===== src/rtl/blk_xfer_pkg.sv =====
package blk_xfer_pkg;
    typedef enum logic [1:0] {
        ST_IDLE = 2'd0,
        ST_XFER = 2'd1,
        ST_WB   = 2'd2
    } seq_state_e;
endpackage


===== src/rtl/lsb_pick.sv =====
module lsb_pick #(
    parameter int W = 16,
    localparam int IDX_W = $clog2(W)
) (
    input  logic [W-1:0]     vec,
    output logic [IDX_W-1:0] idx,
    output logic             any
);
    // Scan from the top so that the lowest set bit is the last write.
    always_comb begin
        idx = '0;
        any = 1'b0;
        for (int i = W - 1; i >= 0; i--) begin
            if (vec[i]) begin
                idx = IDX_W'(i);
                any = 1'b1;
            end
        end
    end
endmodule


===== src/rtl/pop_count.sv =====
module pop_count #(
    parameter int W = 16,
    localparam int CNT_W = $clog2(W + 1)
) (
    input  logic [W-1:0]     vec,
    output logic [CNT_W-1:0] cnt
);
    always_comb begin
        cnt = '0;
        for (int i = 0; i < W; i++) begin
            cnt = cnt + CNT_W'(vec[i]);
        end
    end
endmodule


===== src/rtl/blk_xfer_seq.sv =====
module blk_xfer_seq
    import blk_xfer_pkg::*;
#(
    parameter int LIST_W     = 16,
    parameter int AW         = 32,
    parameter int WORD_BYTES = 4
) (
    input  logic                      clk,
    input  logic                      rst_n,
    input  logic                      cmd_valid,
    input  logic [LIST_W-1:0]         cmd_list,
    input  logic [AW-1:0]             cmd_base,
    input  logic                      cmd_up,
    input  logic                      cmd_pre,
    input  logic                      cmd_wb,
    input  logic                      cmd_load,
    input  logic                      cmd_priv,
    output logic                      busy,
    output logic                      req_valid,
    input  logic                      req_ready,
    output logic [AW-1:0]             req_addr,
    output logic [$clog2(LIST_W)-1:0] req_reg,
    output logic                      req_load,
    output logic                      req_user,
    output logic                      eret_pulse,
    output logic                      wb_valid,
    output logic [AW-1:0]             wb_value,
    output logic                      done,
    output logic                      err
);
    localparam int IDX_W  = $clog2(LIST_W);
    localparam int CNT_W  = $clog2(LIST_W + 1);
    localparam int PC_IDX = LIST_W - 1;
    localparam logic [AW-1:0] STEP = AW'(WORD_BYTES);

    typedef struct packed {
        seq_state_e        st;
        logic [LIST_W-1:0] list;
        logic [AW-1:0]     base;
        logic [AW-1:0]     off;
        logic [CNT_W-1:0]  cnt;
        logic              up;
        logic              wb;
        logic              load;
        logic              user;
        logic              eret_ok;
        logic              err;
    } seq_regs_t;

    seq_regs_t r_q, r_d;

    logic [CNT_W-1:0] cmd_cnt;
    logic [IDX_W-1:0] cur_idx;
    logic             cur_any;
    logic             last_step;
    logic             hs;
    logic [AW-1:0]    span;
    logic [AW-1:0]    first_off;
    logic             pc_in_cmd;

    pop_count #(.W(LIST_W)) u_pop (.vec(cmd_list), .cnt(cmd_cnt));
    lsb_pick  #(.W(LIST_W)) u_pick (.vec(r_q.list), .idx(cur_idx), .any(cur_any));

    assign pc_in_cmd = cmd_list[PC_IDX];
    assign span      = AW'(cmd_cnt) * STEP;

    // Starting offset: up begins at zero, down at the far end of the window.
    always_comb begin
        first_off = cmd_up ? '0 : (span - STEP);
        if (cmd_pre) first_off = first_off + STEP;
    end

    assign last_step = cur_any && ((r_q.list & (r_q.list - LIST_W'(1))) == '0);
    assign hs        = req_valid && req_ready;

    always_comb begin
        r_d     = r_q;
        r_d.err = 1'b0;
        unique case (r_q.st)
            ST_IDLE: begin
                if (cmd_valid) begin
                    if (cmd_list == '0) begin
                        r_d.err = 1'b1;
                    end else begin
                        r_d.st      = ST_XFER;
                        r_d.list    = cmd_list;
                        r_d.base    = cmd_base;
                        r_d.off     = first_off;
                        r_d.cnt     = cmd_cnt;
                        r_d.up      = cmd_up;
                        r_d.wb      = cmd_wb;
                        r_d.load    = cmd_load;
                        r_d.user    = cmd_priv && !pc_in_cmd;
                        r_d.eret_ok = cmd_priv && cmd_load && pc_in_cmd;
                    end
                end
            end
            ST_XFER: begin
                if (req_ready) begin
                    r_d.list[cur_idx] = 1'b0;
                    r_d.off = r_q.up ? (r_q.off + STEP) : (r_q.off - STEP);
                    if (last_step) r_d.st = r_q.wb ? ST_WB : ST_IDLE;
                end
            end
            ST_WB:   r_d.st = ST_IDLE;
            default: r_d.st = ST_IDLE;
        endcase
    end

    always_ff @(posedge clk or negedge rst_n) begin
        if (!rst_n) begin
            r_q    <= '0;
            r_q.st <= ST_IDLE;
        end else begin
            r_q <= r_d;
        end
    end

    assign busy       = (r_q.st != ST_IDLE);
    assign req_valid  = (r_q.st == ST_XFER);
    assign req_addr   = r_q.up ? (r_q.base + r_q.off) : (r_q.base - r_q.off);
    assign req_reg    = cur_idx;
    assign req_load   = r_q.load;
    assign req_user   = r_q.user;
    assign eret_pulse = hs && r_q.eret_ok && (cur_idx == IDX_W'(PC_IDX));
    assign wb_valid   = (r_q.st == ST_WB);
    assign wb_value   = r_q.up ? (r_q.base + AW'(r_q.cnt) * STEP)
                               : (r_q.base - AW'(r_q.cnt) * STEP);
    assign done       = (hs && last_step && !r_q.wb) || wb_valid;
    assign err        = r_q.err;

    // Stalled requests keep their payload.
    p_hold_r5: assert property (@(posedge clk) disable iff (!rst_n)
        req_valid && !req_ready |=> req_valid && $stable(req_addr) && $stable(req_reg));

    // Next visited register has a higher index.
    p_ascend_r3: assert property (@(posedge clk) disable iff (!rst_n)
        hs && ($countones(r_q.list) > 1) |=> req_valid && (req_reg > $past(req_reg)));

    // Neighbouring transfers are one word apart in every mode.
    p_step_r4: assert property (@(posedge clk) disable iff (!rst_n)
        hs && ($countones(r_q.list) > 1) |=> req_addr == $past(req_addr) + STEP);

    // Empty bitmap is refused without starting.
    p_empty_r10: assert property (@(posedge clk) disable iff (!rst_n)
        cmd_valid && !busy && (cmd_list == '0) |=> err && !busy && !req_valid);

    // Updated base lasts one cycle.
    p_wb_once_r6: assert property (@(posedge clk) disable iff (!rst_n)
        wb_valid |=> !wb_valid && !busy);
endmodule


===== config.mk =====
export PLATFORM = sky130hd
export DESIGN_NAME = blk_xfer_seq
export DESIGN_NICKNAME = d
export VERILOG_FILES = /design/src/rtl/blk_xfer_pkg.sv /design/src/rtl/lsb_pick.sv /design/src/rtl/pop_count.sv /design/src/rtl/blk_xfer_seq.sv
export SDC_FILE = /design/constraint.sdc
export NUM_CORES = 1
export LEC_CHECK = 0
export CAP_MARGIN = 5
export CORE_UTILIZATION = 40
export DETAILED_ROUTE_END_ITERATION = 7
export PLACE_DENSITY_LB_ADDON = 0.15
export SLEW_MARGIN = 20
export SYNTH_ARGS = -nofsm -noshare
export SYNTH_HDL_FRONTEND = slang
export SYNTH_SLANG_ARGS = --single-unit

===== constraint.sdc =====
create_clock -name clk -period 5.8 [get_ports clk]
set_input_delay 1.16 -clock clk [delete_from_list [all_inputs] [get_ports clk]]
set_output_delay 1.16 -clock clk [all_outputs]
set_load 0.05 [all_outputs]

==> results of run 1 <==
sequential cells by signal (all words and copies together), names as in the netlist:
name	count
r_q	88
req_load	1
err	1
req_user	1
cell usage after synthesis (3+ instances only):
cell,number
a211o_1,4
a211oi_1,15
a21boi_0,3
a21o_1,35
a21oi_1,113
a221oi_1,6
a22oi_1,5
a31o_2,3
a31oi_1,18
and2_1,5
and3_1,12
and4_1,3
buf_4,4
clkbuf_1,35
dfrtp_1,91
fa_1,12
ha_1,105
inv_1,62
mux2_2,4
nand2_1,167
nand2b_1,13
nand3_1,20
nand4_1,9
nor2_1,108
nor2b_1,22
nor3_1,31
nor4_1,8
o211ai_1,3
o21a_1,14
o21ai_0,42
o21ai_1,25
o21bai_1,9
o22ai_1,6
o311ai_1,3
o31a_1,6
o31ai_1,3
or2_2,4
or3_1,5
or4_1,5
xnor2_1,69
xor2_1,43
layout make-up:
cell class / instances / share of cell area
clock inverters: 2 / 0.001003
flip-flops and latches: 91 / 0.1826
clock buffers: 12 / 0.02057
multi-input cells: 994 / 0.5718
inverters: 63 / 0.02037
well taps: 313 / 0.03140
repair buffers: 224 / 0.1723
layer usage:
metal	track usage	vias up	share of wire
met1	0.3103	4265	0.46
met4	0.06884	0	0.016
met3	0.02535	34	0.048
met5	0	-	0
li1	-	4601	-
met2	0.3955	223	0.47
stage by stage:
step / power, mW / hold WS (ns) / cell area [um^2] / setup TNS (ns) / util
global route: 7.620 / 0.4964 / 12470 / -6.588 / 0.5475
CTS: 7.006 / 0.4847 / 12190 / -1.422 / 0.5351
finish: 7.148 / 0.4716 / 12470 / -1.734 / 0.5475
global placement: 6.264 / 0.4637 / 11710 / -24.39 / 0.5141
floorplan: 4.508 / 0.4425 / 9483 / -0.8495 / -
detailed placement: 6.310 / 0.4690 / 11710 / -27.27 / 0.5141
power by group through the flow:
stage / Combinational, mW / Sequential (mW) / Clock (mW)
after floorplan: 3.57 / 0.942 / 0
after global placement: 5.26 / 1.00 / 0
after detailed placement: 5.30 / 1.01 / 0
after CTS: 5.42 / 1.00 / 0.589
final: 5.56 / 1.01 / 0.582
after global routing: 5.98 / 1.03 / 0.610
cells by family (layout without fill, tap and decap cells):
family,count (synthesis),count (layout),share of synthesized area
AO/OA/AOI/OAI,337,337,0.2278
XOR/XNOR,112,112,0.1049
adder cells (fa/ha/maj),118,118,0.1673
buffers and inverters,106,301,0.04443
flip-flops,91,91,0.2435
multiplexers,5,5,0.005888
AND/OR/NAND/NOR,422,422,0.2062
final timing paths:
check	to	slack, ns	cells past startpoint
max in group asynchronous	r_q[35]	3.87	2
hold reg to reg	req_user	0.47	2
setup / recovery	r_q[22]	-0.17	23
hold / removal	req_user	0.47	2
min in group asynchronous	r_q[44]	0.76	1
setup reg to reg	r_q[41]	1.49	14
worst reg2reg max path, cell delays in order, from the launching register on:
cell,delay [ns]
dfrtp_1,0.64
buf_4,0.36
inv_1,0.12
buf_4,0.27
fa_1,0.52
a211oi_1,0.22
nor2_1,0.10
o31a_1,0.31
a211o_1,0.33
o31a_1,0.31
a211oi_2,0.27
a21oi_1,0.14
a31oi_1,0.20
xor2_1,0.25
a22oi_1,0.13
what timing repair did:
action / 4_1_cts / 5_1_grt
hold buffers: 0 / 0
resized for setup: 60 / 50
setup endpoints to repair: 37 / 41
setup buffers: 7 / 8
pin swaps: 41 / 39
hold endpoints to repair: 0 / 0
==> flow_metrics.tcl, run 1 <==
set metrics [dict create \
    rsz0062_at_grt "true" \
    cap_violations 0 \
    io_buffer_count 132 \
    max_freq_mhz 167.6 \
    antenna_found_initial 0 \
    die_x_um 154.9 \
    vias 9123 \
    rr_startpoint "r_q[5]" \
    dp_cells 1670 \
    grt_pass1_wl_mm 44.72 \
    mostFrequentLayoutCells "nand2_1 (162), a21oi_1 (103), buf_4 (103)" \
    seq_power_share 0.141 \
    yosysSeqAreaShare 0.2435 \
    critPathMaxFanout 4 \
    clkTransAtPathRegs_ns 0.07 \
    p_comb_frac 0.777 \
    cp_num_buf_inv 7 \
    syn_to_final_growth_pct 33.37 \
    ant_nets 0 \
    multi_input_area_mm2 0.007131 \
    ioPinCount 133 \
    worst_slack_ns -0.1668 \
    min_period_over_period 1.029 \
    cts_root_buf "clkbuf_16" \
    critPathMaxStageDelay_ns 0.60 \
    clockPowerShare 0.081 \
    drive_gt1_frac 0.1688 \
    drt_iter0_markers 448 \
    dpl.hpwl_mm 21.05 \
    syn_area_per_cell_um2 7.851 \
    skew_ns 0.009302 \
    track_usage 0.2326 \
    gp_congestion 0.8927 \
    wirelength_mm 27.42 \
    slew_violations 0 \
    synth.distinct_cells 71 \
    final_common_cell "nand2_1" \
    cp_top_family "adder cells" \
    slowest_stage "fa_2" \
    synthTopCellsByArea "dfrtp_1 (24%), ha_1 (14%), nand2_1 (6.7%)" \
    nFillCells 2162 \
    post-route-min-period_ns 5.967 \
    cts_tree "done" \
    seqCellArea_mm2 0.002277 \
    die_h_um 154.9 \
    synth-main-ff-cell "dfrtp_1" \
    criticalPathCategory "input pin to flop" \
    finalHoldViolCount 0 \
    crit_path_cell_trace "buf_12 > inv_12 > ha_4 > inv_2 > fa_1 > inv_1 > fa_1 > fa_1 > inv_1 > fa_1 > fa_2 > fa_2 > ha_4 > nor2_4 > buf_4 > nand3_2 > nor3_4 > nand2_1 > ha_1 > and2_4 > o21ai_2 > buf_4 > o22a_1" \
    synth_edf_count 0 \
    p_leak_nw 5.774 \
    min_path_type "flop to flop" \
    yosysTopAreaCell "dfrtp_1" \
    start_util 0.4105 \
    clock_sinks 91 \
    layout.nets 1557 \
    cp-end-kind "flop" \
    vias_per_cell 5.370 \
    synth_warnings 0 \
    fp-row-count 55 \
    worst_pin_slew_ns 0.9685 \
    cts_buffers 9 \
    clk_latency_ns 0.36 \
    final_cell_count_no_fill 1699 \
    power_density_mw_per_mm2 573.2 \
    switchingPower_mw 3.690 \
    clockBufferDepth 2 \
    p_int_mw 3.458 \
    setup_viol 21 \
    syn-num-nets 1365 \
    overflow 0 \
    critPathMostFrequentCell "fa_1" \
    ir_drop_v 0.0003252 \
    die_area_mm2 0.02399 \
    grt_max_degree 63 \
    preCtsSetupSlack_ns -1.132 \
    ys_async_sr_fraction 1.000 \
    ctsHtreeMaxLevel 3 \
    yosys.area.top_type_share 0.2435 \
    drc_errors 0 \
    arrival_ns 6.21 \
    wl_per_cell_um 16.14 \
    first_global_vias 8894 \
    drt_first_pass_iters 5 \
    synth_area_mm2 0.009350 \
    num_antenna_cells 0 \
    failed_checks "negative setup slack" \
    critPathLaunch "cmd_list[1]" \
    coreArea_mm2 0.02278 \
    status "finished with violations" \
    required_ns 6.05 \
    start_kind "input pin" \
    min_from "req_user" \
    syn_inst 1191 \
    slew_headroom 0.3527 \
    ys_ff_latch 91 \
    swShare 0.5163 \
]
(Power assumes the default switching activity.)
==> run 2: changes to the inputs <==
Settings changed: CORE_UTILIZATION 40 to 26.
Clock period 5.8 ns to 6.9 ns, I/O delays scaled along.
==> run 2 against run 1 <==
Net effect:
- the flow now finishes without violations
- wire length up 7.2%
- hold slack better by 0.0079 ns
- power down 23%
- combinational power down 25%
- die area up 53%
- count of clock-buffer cells in the layout down 1
- final cell count up 5.8%
- cell area down 5.5%
- sequential power down 14%
- critical path depth down 1
- register-to-register slack better by 1.3 ns
- critical path type unchanged
==> flow_metrics.tcl, run 2 (synthesis results as in run 1) <==
set metrics [dict create \
    status "finished clean" \
    whs_ns 0.4795 \
    start_kind "input pin" \
    ctsHtreeMaxLevel 3 \
    arrival_ns 6.91 \
    largest_register_ffs 88 \
    slew_violations 0 \
    max_freq_mhz 149.1 \
    final_cell_count_no_fill 1798 \
    ir_drop_v 0.0003402 \
    nFillCells 3740 \
    drt_iter0_markers 500 \
    final_common_cell "nand2_1" \
    worst_pin_slew_ns 0.9675 \
    power_density_mw_per_mm2 469.7 \
    worst_slack_ns 0.1943 \
    clockBufferDepth 2 \
    skew_ns 0.01182 \
    criticalPathCategory "input pin to flop" \
    cts_root_buf "clkbuf_16" \
    rr_startpoint "r_q[5]" \
    mostFrequentLayoutCells "nand2_1 (166), clkdlybuf4s50_1 (121), a21oi_1 (110)" \
    required_ns 7.11 \
    post-route-min-period_ns 6.706 \
    clock_sinks 91 \
    drt_first_pass_iters 5 \
    ioPinCount 133 \
    ant_nets 0 \
    die_area_mm2 0.03672 \
    fp-row-count 69 \
    min_from "req_user" \
    drc_errors 0 \
    gp_congestion 0.8513 \
    vias_per_cell 4.883 \
    dp_cells 1781 \
    cts_buffers 9 \
    min_period_over_period 0.9718 \
    cp_num_buf_inv 6 \
    overflow 0 \
    min_path_type "flop to flop" \
    hold_buffers 0 \
    grt_max_degree 63 \
    cp_top_family "adder cells" \
    first_global_vias 8486 \
    preCtsSetupSlack_ns -0.2906 \
    final_util 0.3322 \
    antenna_found_initial 2 \
    critPathMaxStageDelay_ns 0.55 \
    wirelength_mm 29.40 \
    die_h_um 191.6 \
    finalHoldViolCount 0 \
    grt_pass1_wl_mm 46.31 \
    io_buffer_count 132 \
    coreArea_mm2 0.03548 \
    syn_to_final_growth_pct 26.07 \
    slew_headroom 0.3550 \
    track_usage 0.1633 \
    critPathLaunch "cmd_list[0]" \
    start_util 0.2635 \
    num_antenna_cells 0 \
    dpl.hpwl_mm 22.89 \
    cp-end-kind "flop" \
    regMostFlops "r_q" \
    layout.nets 1506 \
    vias 8780 \
    p_total_mw 5.537 \
    critPathMaxFanout 3 \
    die_x_um 191.6 \
    wl_per_cell_um 16.35 \
    clk_latency_ns 0.37 \
    cap_violations 0 \
    rsz0062_at_grt "true" \
    drive_gt1_frac 0.07629 \
    p_leak_nw 5.372 \
    multi_input_area_mm2 0.006758 \
    crit_path_cell_trace "clkdlybuf4s50_1 > inv_1 > ha_1 > inv_1 > fa_1 > inv_1 > fa_1 > fa_1 > inv_1 > fa_1 > fa_2 > fa_2 > ha_2 > nor2_4 > buf_6 > ha_1 > and4b_2 > nand3_1 > ha_1 > a21oi_1 > nor2_1 > a22oi_1" \
    setup_viol 0 \
    seqCellArea_mm2 0.002277 \
    clkTransAtPathRegs_ns 0.07 \
    cts_tree "done" \
    slowest_stage "fa_2" \
]
run 2: layout make-up:
cell class                      count  share of cell area
Clock buffer                       11             0.02144
Clock inverter                      5            0.003078
Sequential cell                    91              0.1932
Timing Repair Buffer              173              0.1400
Inverter                           63             0.02006
Tap cell                          461             0.04893
Multi-Input combinational cell    994              0.5733
run 2: power breakdown:
part | internal (mW) | switching [mW]
logic | 1.65 | 2.51
registers | 0.657 | 0.216
clock network | 0.265 | 0.241
run 2: path summary, 6_finish.rpt:
kind | to | depth (start not counted) | slack [ns]
max | r_q[31] | 22 | 0.19
min | req_user | 2 | 0.48
max reg2reg | r_q[41] | 14 | 2.80
min reg2reg | req_user | 2 | 0.48
max in group asynchronous | r_q[54] | 2 | 4.70
min in group asynchronous | r_q[1] | 1 | 0.96
run 2: per-layer routing:
| layer | GRT usage | vias up | part of all wire |
|---|---|---|---|
| met3 | 0.02211 | 23 | 0.035 |
| li1 | - | 4508 | - |
| met5 | 0 | - | 0.00054 |
| met4 | 0.03358 | 2 | 0.010 |
| met2 | 0.2632 | 165 | 0.45 |
| met1 | 0.2310 | 4082 | 0.50 |
run 2: worst reg2reg max path, cell delays in order (launching register included):
cell      delay [ns]
dfrtp_1         0.54
buf_4           0.37
inv_1           0.11
buf_4           0.21
fa_1            0.50
a211oi_1        0.23
nor2_1          0.11
o31a_1          0.31
a211o_1         0.33
o31a_1          0.31
a211oi_2        0.25
a21oi_1         0.14
a31oi_1         0.22
xor2_1          0.21
a22oi_1         0.11
run 2: repair_timing:
action                     CTS  global route
setup endpoints to repair    0            27
gates resized for setup      0            25
setup buffers                0             1
run 2: per-stage QoR:
| step | TNS [ns] | instance area [um^2] |
|---|---|---|
| after floorplan | 0 | 9350 |
| after global placement | -2.209 | 11400 |
| after detailed placement | -3.754 | 11400 |
| after CTS | 0 | 11690 |
| after global routing | -0.01421 | 11790 |
| final | 0 | 11790 |
